==> config.mk <==
export PLATFORM = sky130hd
export DESIGN_NAME = lfsr_gen
export DESIGN_NICKNAME = d
export VERILOG_FILES = /design/src/rtl/lfsr_pkg.sv /design/src/rtl/lfsr_feedback.sv /design/src/rtl/lfsr_shift_reg.sv /design/src/rtl/lfsr_gen.sv
export SDC_FILE = /design/constraint.sdc
export NUM_CORES = 1
export LEC_CHECK = 0
export ABC_AREA = 0
export ABC_CLOCK_PERIOD_IN_PS = 1070
export BUFFER_PORTS_ARGS = -buffer_cell sky130_fd_sc_hd__buf_4
export CAP_MARGIN = 10
export CORE_UTILIZATION = 47
export DETAILED_ROUTE_END_ITERATION = 8
export MAX_ROUTING_LAYER = met4
export PLACE_DENSITY_LB_ADDON = 0.15
export SETUP_SLACK_MARGIN = 0.5
export SLEW_MARGIN = 20
export SYNTH_ARGS = -nofsm -noshare
export SYNTH_HDL_FRONTEND = slang
export SYNTH_SLANG_ARGS = --single-unit
export TNS_END_PERCENT = 100
==> constraint.sdc <==
create_clock -name clk -period 1.07 [get_ports clk]
set_input_delay 0.214 -clock clk [delete_from_list [all_inputs] [get_ports clk]]
set_output_delay 0.214 -clock clk [all_outputs]
set_load 0.02 [all_outputs]
==> src/rtl/lfsr_pkg.sv <==
package lfsr_pkg;

  // Default length and tap mask for the polynomial x^16 + x^15 + x^13 + x^4 + 1.
  // Mask bit k-1 selects stage k.
  localparam int          DEF_LEN  = 16;
  localparam int          DEF_WORD = 4;
  localparam logic [15:0] DEF_TAPS = 16'hD008;

endpackage

==> src/rtl/lfsr_feedback.sv <==
module lfsr_feedback #(
  parameter int             N        = 16,
  parameter logic [N-1:0]   TAP_MASK = lfsr_pkg::DEF_TAPS
) (
  input  logic [N-1:0] state,
  output logic         fb
);

  logic [N-1:0] tapped;
  logic         parity;
  logic         all_zero;

  for (genvar i = 0; i < N; i++) begin : g_tap
    if (TAP_MASK[i]) begin : g_on
      assign tapped[i] = state[i];
    end else begin : g_off
      assign tapped[i] = 1'b0;
    end
  end

  assign parity   = ^tapped;
  assign all_zero = ~|state;
  assign fb       = parity | all_zero;

endmodule

==> src/rtl/lfsr_shift_reg.sv <==
module lfsr_shift_reg #(
  parameter int           N    = 16,
  parameter logic [N-1:0] SEED = '1
) (
  input  logic         clk,
  input  logic         rst,
  input  logic         en,
  input  logic         fb,
  output logic [N-1:0] state_q
);

  always_ff @(posedge clk) begin
    if (rst) begin
      state_q <= SEED;
    end else if (en) begin
      state_q <= {state_q[N-2:0], fb};
    end
  end

endmodule

==> src/rtl/lfsr_gen.sv <==
module lfsr_gen #(
  parameter int           N        = lfsr_pkg::DEF_LEN,
  parameter int           M        = lfsr_pkg::DEF_WORD,
  parameter logic [N-1:0] TAP_MASK = lfsr_pkg::DEF_TAPS,
  parameter logic [N-1:0] SEED     = '1
) (
  input  logic         clk,
  input  logic         rst,
  input  logic         en,
  output logic         ser_out,
  output logic [M-1:0] par_out
);

  localparam int MSB = N - 1;
  localparam int LSB_WORD = N - M;

  logic [N-1:0] state_q;
  logic         fb;

  lfsr_feedback #(.N(N), .TAP_MASK(TAP_MASK)) u_fb (
    .state (state_q),
    .fb    (fb)
  );

  lfsr_shift_reg #(.N(N), .SEED(SEED)) u_reg (
    .clk     (clk),
    .rst     (rst),
    .en      (en),
    .fb      (fb),
    .state_q (state_q)
  );

  assign ser_out = state_q[MSB];
  assign par_out = state_q[MSB:LSB_WORD];

endmodule


=== Yosys cells after proc, flatten, opt, wreduce, memory -nomap -nowiden ===
Cells that the tools add are included.

* Reductions and logical operators: 3
* Bitwise operators: 1

{| class="wikitable"
|+ Operators by type and width
! kind !! number
|-
| $reduce_or A16 Y1 || 1
|-
| $reduce_xor A16 Y1 || 1
|-
| $logic_not A1 Y1 || 1
|-
| $or A1 B1 Y1 || 1
|}

* Bits of input ports: 3
* Bits in registers: 16
* Logic and storage cells: 5
* Output and inout bits: 5

=== Longest topological paths before layout ===
Gate-level depths: netlist (run 1).

* Word-level depth: 3
* Gate-level depth with buffers: 5
* Depth with buffers taken out: 5

=== Modules after synthesis ===
A second synthesis (run 1) with hierarchy kept.

* Cell total of the unflattened synthesis: 63
* Area total of the unflattened synthesis: 688.2 um^2

{| class="wikitable"
|+ Modules (own cells, without submodules)
! module !! cells each !! times used !! area an instance (um^2)
|-
| lfsr_shift_reg || 53 || 1 || 600.6
|-
| lfsr_feedback || 9 || 1 || 80.1
|-
| lfsr_gen || 1 || 1 || 7.5
|}

=== Worst setup path after synthesis (run 1) ===
OpenSTA, ideal clock, no wires.

* Path type: flip-flop to flip-flop
* Start point: register u_reg.state_q[15]
* End point: register u_reg.state_q[0]
* Required time: 0.935 ns
* Clock period less this slack: 1.211 ns
* Arrival: 1.075 ns
* Slack: -0.141 ns
* Cell stages (with the launch flop): 5
* Path through: dfxtp_1 inv_1 ha_1 xnor2_1 a41oi_1

* Longest elaborated chain between the ends: 3
* Elaborated cells on any way between the ends: 4
* Classes of those cells: bitwise: 1; reduce/logical: 3

{| class="wikitable"
|+ RTL lines
! element !! RTL line !! text
|-
| start, declared || lfsr_shift_reg.sv:9 || <nowiki>output logic [N-1:0] state_q</nowiki>
|-
| start signal, assigned || lfsr_shift_reg.sv:16 || <nowiki>state_q <= {state_q[N-2:0], fb};</nowiki>
|-
| $reduce_or A16 Y1 || lfsr_feedback.sv:22 || <nowiki>assign all_zero = ~|state;</nowiki>
|-
| $logic_not A1 Y1 || lfsr_feedback.sv:22 ||
|-
| $or A1 B1 Y1 (*) || lfsr_feedback.sv:23 || <nowiki>assign fb = parity | all_zero;</nowiki>
|}

Every way passes the cells marked *; elsewhere a longest branch is shown, timed or not.
A chain may end at the register's enable or synchronous reset.

=== Worst setup path in the final report (run 1) ===
* Start point: register u_reg.state_q[14]
* End point: register u_reg.state_q[0]

Same word-level chain as after synthesis.

==> results of run 1 <==
[worst register-to-register path, stage by stage, from the launching register on]
cell	delay, ns
sky130_fd_sc_hd__dfxtp_2	0.34
sky130_fd_sc_hd__inv_2	0.07
sky130_fd_sc_hd__ha_4	0.12
sky130_fd_sc_hd__nor4b_4	0.17
sky130_fd_sc_hd__nand4_1	0.12
sky130_fd_sc_hd__a41oi_1	0.16
[final cells by class]
cell class	count	share of cell area (%)
Timing Repair Buffer	12	13.8
Tap cell	15	2.22
Sequential cell	16	41.2
Inverter	3	2.07
Clock buffer	4	4.30
Multi-Input combinational cell	40	36.4
[cell families after synthesis]
family          after synthesis  synth area share, %
simple gates                 21                 14.3
buf+inv                      10                 9.12
flops                        16                 48.7
xor+xnor                      2                 2.66
compound gates                3                 3.61
mux                          13                 19.8
fa+ha+maj                     1                 1.90
[routing by layer]
layer  vias up  track usage, %  routed length [um]
met5         -               -                   0
li1        240               -                   -
met3         5            5.11                  33
met1       208            18.7                 503
met4         0            10.3                  30
met2         9            26.2                 500
[what timing repair did]
action / 4_1_cts / 5_1_grt
hold buffers: 0 / 0
buffers inserted: 2 / 1
endpoints found under the setup margin: 21 / 21
resized for setup: 20 / 4
endpoints found under the hold margin: 0 / 0
pin swaps: 3 / 4
[worst paths after layout]
check                                                    start                            end  cells past startpoint
worst max-delay path            u_reg.state_q[14]$_SDFFE_PP1P_  u_reg.state_q[0]$_SDFFE_PP1P_                      5
worst min-delay path                                       rst  u_reg.state_q[0]$_SDFFE_PP1P_                      3
worst max register to register  u_reg.state_q[14]$_SDFFE_PP1P_  u_reg.state_q[0]$_SDFFE_PP1P_                      5
worst min register to register   u_reg.state_q[5]$_SDFFE_PP1P_  u_reg.state_q[5]$_SDFFE_PP1P_                      2
[per-stage QoR]
stage | util [%] | setup TNS [ns] | total power [mW] | cells | cell area, um2
floorplan | - | 0 | 0.712 | 66 | 727
global placement | 55.9 | 0 | 0.720 | 83 | 727
detailed placement | 55.9 | -0.0122 | 0.721 | 83 | 727
CTS | 63.4 | 0 | 1.11 | 89 | 825
global route | 64.9 | -0.0475 | 1.15 | 90 | 845
finish | 64.9 | 0 | 1.10 | 90 | 845
[power breakdown]
part	internal, mW	switching [mW]	total, mW	leakage [nW]
clock	0.207	0.186	0.393	0.0210
combinational	0.0472	0.0482	0.0953	0.200
sequential	0.600	0.0137	0.614	0.125
[placed cells by master, fill, tap and decap left out, types with 2 or more instances in the layout]
cell / synthesis / layout
sky130_fd_sc_hd__o211ai_1: 2 / 2
sky130_fd_sc_hd__nand2_1: 15 / 14
sky130_fd_sc_hd__dfxtp_4: 0 / 4
sky130_fd_sc_hd__mux2i_1: 13 / 13
sky130_fd_sc_hd__dfxtp_1: 16 / 2
sky130_fd_sc_hd__buf_6: 0 / 7
sky130_fd_sc_hd__dfxtp_2: 0 / 10
sky130_fd_sc_hd__clkbuf_4: 0 / 3
sky130_fd_sc_hd__nor4_1: 2 / 2
sky130_fd_sc_hd__buf_4: 6 / 5
sky130_fd_sc_hd__nor3_1: 2 / 2
==> impl_metrics.env, run 1 <==
export IMPL_status="complete, no violations"
export IMPL_critical_path_class="register to register"
export IMPL_gr_usage_all_layers_pct=16.8
export IMPL_critical_path_max_fanout=3
export IMPL_grt_max_degree=20
export IMPL_cpLargestDelayFamily="flip-flops"
export IMPL_synth_commonest_cells="sky130_fd_sc_hd__dfxtp_1, sky130_fd_sc_hd__nand2_1, sky130_fd_sc_hd__mux2i_1, sky130_fd_sc_hd__buf_4, sky130_fd_sc_hd__inv_1"
export IMPL_flip_flop_count_of_the_largest_register_all_copies_and_words_added=16
export IMPL_synth_distinct_cells=15
export IMPL_yosys_area_top_type_share_pct=48.7
export IMPL_tightestPinTransition_ns=0.280
export IMPL_signal_arrival_time_at_the_worst_endpoint_ns=1.27
export IMPL_synth_warning_count=0
export IMPL_final_fill_count=116
export IMPL_io_pin_count=8
export IMPL_area_of_the_core_um2=1300
export IMPL_row_count=13
export IMPL_clockRootBuffer="sky130_fd_sc_hd__clkbuf_4"
export IMPL_max_incr_delay_on_cp_ns=0.34
export IMPL_final_setup_viol_count=0
export IMPL_clk_pin_slew_worst_paths_ns=0.09
export IMPL_ant_nets=0
export IMPL_hold_viol_final=0
export IMPL_number_of_clock_buffers_inserted_by_tritoncts=3
export IMPL_synth_top_cells_by_area="sky130_fd_sc_hd__dfxtp_1, sky130_fd_sc_hd__mux2i_1, sky130_fd_sc_hd__nand2_1"
export IMPL_io_buffers=7
export IMPL_multi_input_logic_area_um2=308
export IMPL_drt_initial_drc_count=0
export IMPL_postSynthNetCount=70
export IMPL_setup_repair_after_global_routing_missed_its_margin="true"
export IMPL_initial_core_util_pct=50.6
export IMPL_finalWorstPathRequiredPeriod_ns=1.06
export IMPL_max_clock_path_buffers=2
export IMPL_timing_final_crit_share_pct=98.6
export IMPL_postSynth_topFlopCell="sky130_fd_sc_hd__dfxtp_1"
export IMPL_worstSetupStartpointType="register"
export IMPL_synth_top_cell_by_area="sky130_fd_sc_hd__dfxtp_1"
export IMPL_ys_ff_latch=16
export IMPL_grt_antenna_before_repair=0
export IMPL_top_regs="u_reg.state_q x16"
export IMPL_power_per_cell_area_nw_per_um2=1300
export IMPL_total_vias_in_the_final_route=462
export IMPL_first_pass_grt_wire_length_mm=1.64
export IMPL_post_synth_inst_count=66
export IMPL_timing_hold_ws_ns=0.242
export IMPL_slew_violations=0
export IMPL_worst_r2r_setup_slack_ns=0.01
export IMPL_die_outline_height_um=39.4
export IMPL_areaGrowthSynthToFinish_pct=28.3
export IMPL_crit_slowest_cell="sky130_fd_sc_hd__dfxtp_2"
export IMPL_routabilityCongestion=0.664
export IMPL_synth_most_common_cell="sky130_fd_sc_hd__dfxtp_1"
export IMPL_finalWirelength_mm=1.07
export IMPL_drive_above_1_share_pct=48.0
export IMPL_worst_clock_skew_ns=0.00247
export IMPL_antenna_cells=0
export IMPL_drt_pass1_iterations=1
export IMPL_worst_relative_slew_slack_pct=81.2
export IMPL_die_area_um2=1550
export IMPL_synth_enable_flop_cells=0
export IMPL_critPathRequiredTime_ns=1.28
export IMPL_area_taken_by_flip_flops_and_latches_um2=348
export IMPL_regMostFlops="u_reg.state_q"
export IMPL_syn_mean_instance_area_um2=9.97
export IMPL_cts_sink_count=16
export IMPL_final_nets=80
export IMPL_ctsHtreeMaxLevel=1
export IMPL_yosysSeqAreaShare_pct=48.7
export IMPL_synthesis_area_um2=658
export IMPL_power_ir_vdd_worst_mv=0.652
export IMPL_maxCapViolCount=0
export IMPL_crit_path_end_kind="register"
export IMPL_post_route_worst_setup_slack_ns=0.0146
export IMPL_chipWidth_um=39.4
export IMPL_cts_tree="done"
export IMPL_avgRoutedWirePerCell_um=11.9
export IMPL_dp_slack_ns=-0.0122
export IMPL_cp_buffers_inverters=1
export IMPL_total_congestion_overflow_after_global_routing=0
export IMPL_clk_latency_ns=0.28
export IMPL_hold_class="primary input to register"
export IMPL_path_cells="inv_2 > ha_4 > nor4b_4 > nand4_1 > a41oi_1"
export IMPL_p_leak_nw=0.346
export IMPL_maximum_operating_frequency_mhz=948
export IMPL_hpwl_um=727
export IMPL_async_flop_share_pct=0
export IMPL_first_global_vias=408
export IMPL_post_drt_via_cell_ratio=5.13
export IMPL_drc_violation_count_after_routing=0
No activity file was read; power rests on OpenSTA's default activity.
==> run 2: changes to the inputs <==
Settings changed: BUFFER_PORTS_ARGS -buffer_cell sky130_fd_sc_hd__buf_4 to -buffer_cell sky130_fd_sc_hd__buf_2.
==> impl_metrics.env, run 2 (same netlist as run 1, synthesis figures left out) <==
export IMPL_area_taken_by_flip_flops_and_latches_um2=344
export IMPL_worst_setup_path_endpoint="u_reg.state_q[0]$_SDFFE_PP1P_"
export IMPL_postLayoutCoreUtil_pct=64.7
export IMPL_setup_repair_after_global_routing_missed_its_margin="true"
export IMPL_maxCapViolCount=0
export IMPL_crit_path_end_kind="register"
export IMPL_grt_antenna_before_repair=0
export IMPL_finalWirelength_mm=1.12
export IMPL_areaGrowthSynthToFinish_pct=27.9
export IMPL_reg2regPathDepth=5
export IMPL_row_count=13
export IMPL_post_drt_via_cell_ratio=5.02
export IMPL_cts_tree="done"
export IMPL_clk_latency_ns=0.28
export IMPL_drt_initial_drc_count=1
export IMPL_most_common_layout_cells="sky130_fd_sc_hd__nand2_1, sky130_fd_sc_hd__mux2i_1, sky130_fd_sc_hd__dfxtp_2"
export IMPL_ant_nets=0
export IMPL_chipWidth_um=39.4
export IMPL_critPathRequiredTime_ns=1.28
export IMPL_antenna_cells=0
export IMPL_clockRootBuffer="sky130_fd_sc_hd__clkbuf_4"
export IMPL_final_fill_count=106
export IMPL_critical_path_class="register to register"
export IMPL_drc_violation_count_after_routing=0
export IMPL_die_outline_height_um=39.4
export IMPL_gr_usage_all_layers_pct=17.6
export IMPL_die_area_um2=1550
export IMPL_p_leak_nw=0.346
export IMPL_first_global_vias=371
export IMPL_worstSetupStartpointType="register"
export IMPL_cts_sink_count=16
export IMPL_regMostFlops="u_reg.state_q"
export IMPL_initial_core_util_pct=50.6
export IMPL_maximum_operating_frequency_mhz=918
export IMPL_hold_viol_final=0
export IMPL_timing_final_crit_share_pct=102
export IMPL_layout_commonest_cell="sky130_fd_sc_hd__nand2_1"
export IMPL_violations="setup timing"
export IMPL_top_layer_used="met4"
export IMPL_final_nets=81
export IMPL_worst_r2r_setup_slack_ns=-0.02
export IMPL_grt_max_degree=20
export IMPL_power_per_cell_area_nw_per_um2=1240
export IMPL_max_clock_path_buffers=2
export IMPL_worstSetupStartpoint="u_reg.state_q[15]$_SDFFE_PP1P_"
export IMPL_io_pin_count=8
export IMPL_signal_arrival_time_at_the_worst_endpoint_ns=1.30
export IMPL_route_met2_wl_um=530
export IMPL_rr_startpoint="u_reg.state_q[15]$_SDFFE_PP1P_"
export IMPL_clk_pin_slew_worst_paths_ns=0.09
export IMPL_drt_pass1_iterations=2
export IMPL_finalWorstPathRequiredPeriod_ns=1.09
export IMPL_area_of_the_core_um2=1300
export IMPL_ctsHtreeMaxLevel=1
export IMPL_drive_above_1_share_pct=46.1
export IMPL_hold_class="primary input to register"
export IMPL_first_pass_grt_wire_length_mm=1.66
export IMPL_routabilityCongestion=0.675
export IMPL_total_vias_in_the_final_route=457
export IMPL_io_buffers=7
export IMPL_power_ir_vdd_worst_mv=0.624
export IMPL_startpoint_of_the_most_critical_hold_path="rst"
export IMPL_number_of_clock_buffers_inserted_by_tritoncts=3
export IMPL_slew_violations=0
export IMPL_post_route_worst_setup_slack_ns=-0.0190
export IMPL_r2r_end="u_reg.state_q[0]$_SDFFE_PP1P_"
export IMPL_tightestPinTransition_ns=0.275
export IMPL_top_regs="u_reg.state_q x16"
export IMPL_drt_met1_wl_um=560
export IMPL_avgRoutedWirePerCell_um=12.4
export IMPL_worst_clock_skew_ns=0.00188
export IMPL_flip_flop_count_of_the_largest_register_all_copies_and_words_added=16
export IMPL_status="complete, but fails checks"
export IMPL_multi_input_logic_area_um2=308
export IMPL_dp_slack_ns=-0.0337
export IMPL_total_congestion_overflow_after_global_routing=0
export IMPL_worst_relative_slew_slack_pct=81.5
export IMPL_dr_wl_met3_um=26
export IMPL_timing_hold_ws_ns=0.270
export IMPL_final_setup_viol_count=1
export IMPL_hpwl_um=696
export IMPL_critical_path_max_fanout=3
==> run 2: worst min path at each step <==
stage,to,slack [ns],depth (start not counted)
6_report,u_reg.state_q[0]$_SDFFE_PP1P_,0.27,3
4_1_cts,u_reg.state_q[0]$_SDFFE_PP1P_,0.26,3
5_1_grt,u_reg.state_q[0]$_SDFFE_PP1P_,0.26,3
2_1_floorplan,u_reg.state_q[12]$_SDFFE_PP1P_,0.39,2
3_5_place_dp,u_reg.state_q[11]$_SDFFE_PP1P_,0.49,2
3_3_place_gp,u_reg.state_q[15]$_SDFFE_PP1P_,0.48,2
==> run 2: repair_timing <==
item	4_1_cts	5_1_grt
hold endpoints to repair	0	0
setup buffers	3	1
hold buffers	0	0
endpoints found under the setup margin	21	21
resized for setup	24	2
pin swaps	2	3
gates cloned	0	0
==> run 2: worst max-delay path, stage by stage, from the launching register on <==
cell and delay (ns):
sky130_fd_sc_hd__dfxtp_4 0.37, sky130_fd_sc_hd__inv_4 0.06, sky130_fd_sc_hd__ha_4 0.11, sky130_fd_sc_hd__nor4b_4 0.19
sky130_fd_sc_hd__nand4_1 0.12, sky130_fd_sc_hd__a41oi_1 0.16
==> run 2: per-stage QoR <==
stage	total power, mW	TNS [ns]	instance area (um2)	cells
5_1_grt	1.08	-0.0496	842	91
3_3_place_gp	0.721	0	722	83
3_5_place_dp	0.721	-0.0337	722	83
6_report	1.04	-0.0190	842	91
4_1_cts	1.05	0	830	90
2_1_floorplan	0.712	0	727	66
==> run 2: metal layers <==
layer	track usage, %	up-vias
met3	5.11	2
met5	-	-
met2	25.8	6
met1	21.2	208
li1	-	241
met4	10.3	0
==> run 2: final cells by class <==
cell class              count  share of cell area, %
flip-flops and latches     16                   40.9
well taps                  15                   2.23
inverters                   3                   2.08
repair buffers             13                   15.2
clock buffers               4                   3.12
multi-input cells          40                   36.6
==> run 2: power breakdown <==
group	switching (mW)	internal [mW]	total, mW
clock	0.182	0.145	0.327
sequential	0.0145	0.601	0.616
combinational	0.0495	0.0477	0.0971
==> run 3: changes to the inputs <==
Settings changed: CELL_PAD_IN_SITES_DETAIL_PLACEMENT from default to 1, CELL_PAD_IN_SITES_GLOBAL_PLACEMENT from default to 1, CORE_UTILIZATION 47 to 38, SYNTH_HIERARCHICAL from default to 1.
==> impl_metrics.env, run 3 <==
export IMPL_status="complete, but fails checks"
export IMPL_violations="setup timing"
export IMPL_clk_latency_ns=0.29
export IMPL_maximum_operating_frequency_mhz=715
export IMPL_worst_r2r_setup_slack_ns=-0.33
export IMPL_regMostFlops="u_reg/state_q"
export IMPL_postSynth_topFlopCell="sky130_fd_sc_hd__dfxtp_1"
export IMPL_slew_violations=0
export IMPL_path_cells="inv_2 > ha_4 > xor3_1 > a41o_1 > a211o_1"
export IMPL_worstSetupStartpointType="register"
export IMPL_power_ir_vdd_worst_mv=0.956
export IMPL_gr_usage_all_layers_pct=17.9
export IMPL_hpwl_um=878
export IMPL_dpl_cell_count=94
export IMPL_die_outline_height_um=44.6
export IMPL_cts_sink_count=16
export IMPL_maxCapViolCount=0
export IMPL_synth_enable_flop_cells=0
export IMPL_post_synth_inst_count=63
export IMPL_power_per_cell_area_nw_per_um2=1350
export IMPL_finalWirelength_mm=1.45
export IMPL_grt_max_degree=32
export IMPL_avgRoutedWirePerCell_um=13.5
export IMPL_cpLargestDelayFamily="compound AO/OA/AOI/OAI gates"
export IMPL_yosys_area_top_type_share_pct=46.5
export IMPL_drt_initial_drc_count=7
export IMPL_final_nets=87
export IMPL_ys_ff_latch=16
export IMPL_syn_mean_instance_area_um2=10.9
export IMPL_report_power_total_mw=1.33
export IMPL_clk_pin_slew_worst_paths_ns=0.09
export IMPL_yosysSeqAreaShare_pct=46.5
export IMPL_drt_pass1_iterations=2
export IMPL_hold_viol_final=0
export IMPL_ctsHtreeMaxLevel=1
export IMPL_chipWidth_um=44.6
export IMPL_areaGrowthSynthToFinish_pct=43.3
export IMPL_flip_flop_count_of_the_largest_register_all_copies_and_words_added=16
export IMPL_clockRootBuffer="sky130_fd_sc_hd__clkbuf_4"
export IMPL_io_buffers=7
export IMPL_routabilityCongestion=0.709
export IMPL_grt_antenna_before_repair=0
export IMPL_tns_ns=-0.793
export IMPL_postCtsHoldBufs=0
export IMPL_synth_commonest_cells="sky130_fd_sc_hd__a211o_1, sky130_fd_sc_hd__dfxtp_1, sky130_fd_sc_hd__nor2b_1"
export IMPL_first_pass_grt_wire_length_mm=2.43
export IMPL_p_leak_nw=0.429
export IMPL_top_regs="u_reg/state_q x16"
export IMPL_post_drt_via_cell_ratio=4.80
export IMPL_r2r_end="u_reg/state_q[0]$_SDFFE_PP1P_"
export IMPL_max_incr_delay_on_cp_ns=0.36
export IMPL_io_pin_count=8
export IMPL_first_global_vias=506
export IMPL_reg2regPathDepth=5
export IMPL_die_area_um2=1990
export IMPL_critical_path_max_fanout=2
export IMPL_total_vias_in_the_final_route=514
export IMPL_critPathRequiredTime_ns=1.26
export IMPL_row_count=15
export IMPL_timing_final_crit_share_pct=131
export IMPL_total_congestion_overflow_after_global_routing=0
export IMPL_endpoint_worst_hold="u_reg/state_q[10]$_SDFFE_PP1P_"
export IMPL_hold_class="primary input to register"
export IMPL_cts_tree="done"
export IMPL_most_common_layout_cells="sky130_fd_sc_hd__a211o_1, sky130_fd_sc_hd__buf_6, sky130_fd_sc_hd__nor2b_1"
export IMPL_stdcell_count=107
export IMPL_critical_path_class="register to register"
export IMPL_max_clock_path_buffers=2
export IMPL_crit_path_end_kind="register"
export IMPL_worst_relative_slew_slack_pct=74.0
export IMPL_crit_slowest_cell="sky130_fd_sc_hd__dfxtp_4"
export IMPL_async_flop_share_pct=0
export IMPL_post_route_worst_setup_slack_ns=-0.329
export IMPL_synth_warning_count=6
export IMPL_signal_arrival_time_at_the_worst_endpoint_ns=1.59
export IMPL_final_setup_viol_count=6
export IMPL_synthesis_area_um2=688
export IMPL_postSynthNetCount=67
export IMPL_finalWorstPathRequiredPeriod_ns=1.40
export IMPL_ant_nets=0
export IMPL_tightestPinTransition_ns=0.390
export IMPL_cp_buffers_inverters=1
export IMPL_antenna_cells=0
export IMPL_synth_top_cells_by_area="sky130_fd_sc_hd__dfxtp_1, sky130_fd_sc_hd__a211o_1, sky130_fd_sc_hd__nor2b_1"
export IMPL_holdPathStages=2
export IMPL_drive_above_1_share_pct=56.1
export IMPL_rr_startpoint="u_reg/state_q[14]$_SDFFE_PP1P_"
export IMPL_area_of_the_core_um2=1710
export IMPL_startpoint_of_the_most_critical_hold_path="rst"
export IMPL_layout_commonest_cell="sky130_fd_sc_hd__a211o_1"
export IMPL_drc_violation_count_after_routing=0
export IMPL_synth_distinct_cells=14
export IMPL_number_of_clock_buffers_inserted_by_tritoncts=3
export IMPL_setup_repair_after_global_routing_missed_its_margin="true"
export IMPL_worst_clock_skew_ns=0.00226
export IMPL_synth_top_cell_by_area="sky130_fd_sc_hd__dfxtp_1"
export IMPL_initial_core_util_pct=40.3
run 3: per-layer routing:
| layer | share of wire (%) | vias up | GRT usage (%) |
|---|---|---|---|
| li1 | - | 265 | - |
| met2 | 47 | 6 | 23.8 |
| met3 | 2.7 | 3 | 4.90 |
| met5 | 0 | - | - |
| met4 | 1.5 | 0 | 9.09 |
| met1 | 49 | 240 | 24.4 |
run 3: final cells by class:
cell class,instances,area (um2)
well taps,25,31.3
flip-flops and latches,16,348
fillers,184,722
inverters,2,7.51
clock buffers,4,36.3
multi-input cells,39,355
repair buffers,21,208
run 3: cells by family (layout without fill, tap and decap cells):
logic type,count (synthesis),in the layout,synth area share [%]
AO/OA/AOI/OAI,17,17,21.8
AND/OR/NAND/NOR,20,20,18.4
flip-flops,16,16,46.5
XOR/XNOR,1,1,3.45
buffers and inverters,8,27,8.00
adder cells (fa/ha/maj),1,1,1.82
run 3: how the worst max path moves through the flow:
stage                                    from                            end  depth (start not counted)
2_1_floorplan  u_reg/state_q[14]$_SDFFE_PP1P_  u_reg/state_q[0]$_SDFFE_PP1P_                          5
3_3_place_gp   u_reg/state_q[15]$_SDFFE_PP1P_  u_reg/state_q[0]$_SDFFE_PP1P_                          5
3_5_place_dp   u_reg/state_q[14]$_SDFFE_PP1P_  u_reg/state_q[0]$_SDFFE_PP1P_                          5
4_1_cts        u_reg/state_q[14]$_SDFFE_PP1P_  u_reg/state_q[0]$_SDFFE_PP1P_                          5
5_1_grt        u_reg/state_q[14]$_SDFFE_PP1P_  u_reg/state_q[0]$_SDFFE_PP1P_                          5
6_report       u_reg/state_q[14]$_SDFFE_PP1P_  u_reg/state_q[0]$_SDFFE_PP1P_                          5
run 3: per-stage QoR:
step                      instance area, um2  setup WS [ns]  hold WS (ns)  utilization, %
after CTS                                916         -0.321         0.347            53.6
final                                    986         -0.329         0.362            57.7
after global routing                     986         -0.379         0.384            57.7
after floorplan                          731         -0.345         0.417               -
after global placement                   772         -0.295         0.477            45.2
after detailed placement                 772         -0.319         0.473            45.2
run 3: power by group:
part,switching (mW),internal (mW),total [mW]
logic,0.0997,0.158,0.258
registers,0.0327,0.639,0.671
clock network,0.197,0.208,0.404
run 3: what timing repair did:
action,in CTS,in global routing
buffers inserted,5,4
gates resized for setup,26,9
cloned,0,0
endpoints found under the setup margin,21,21
pin swaps,6,7
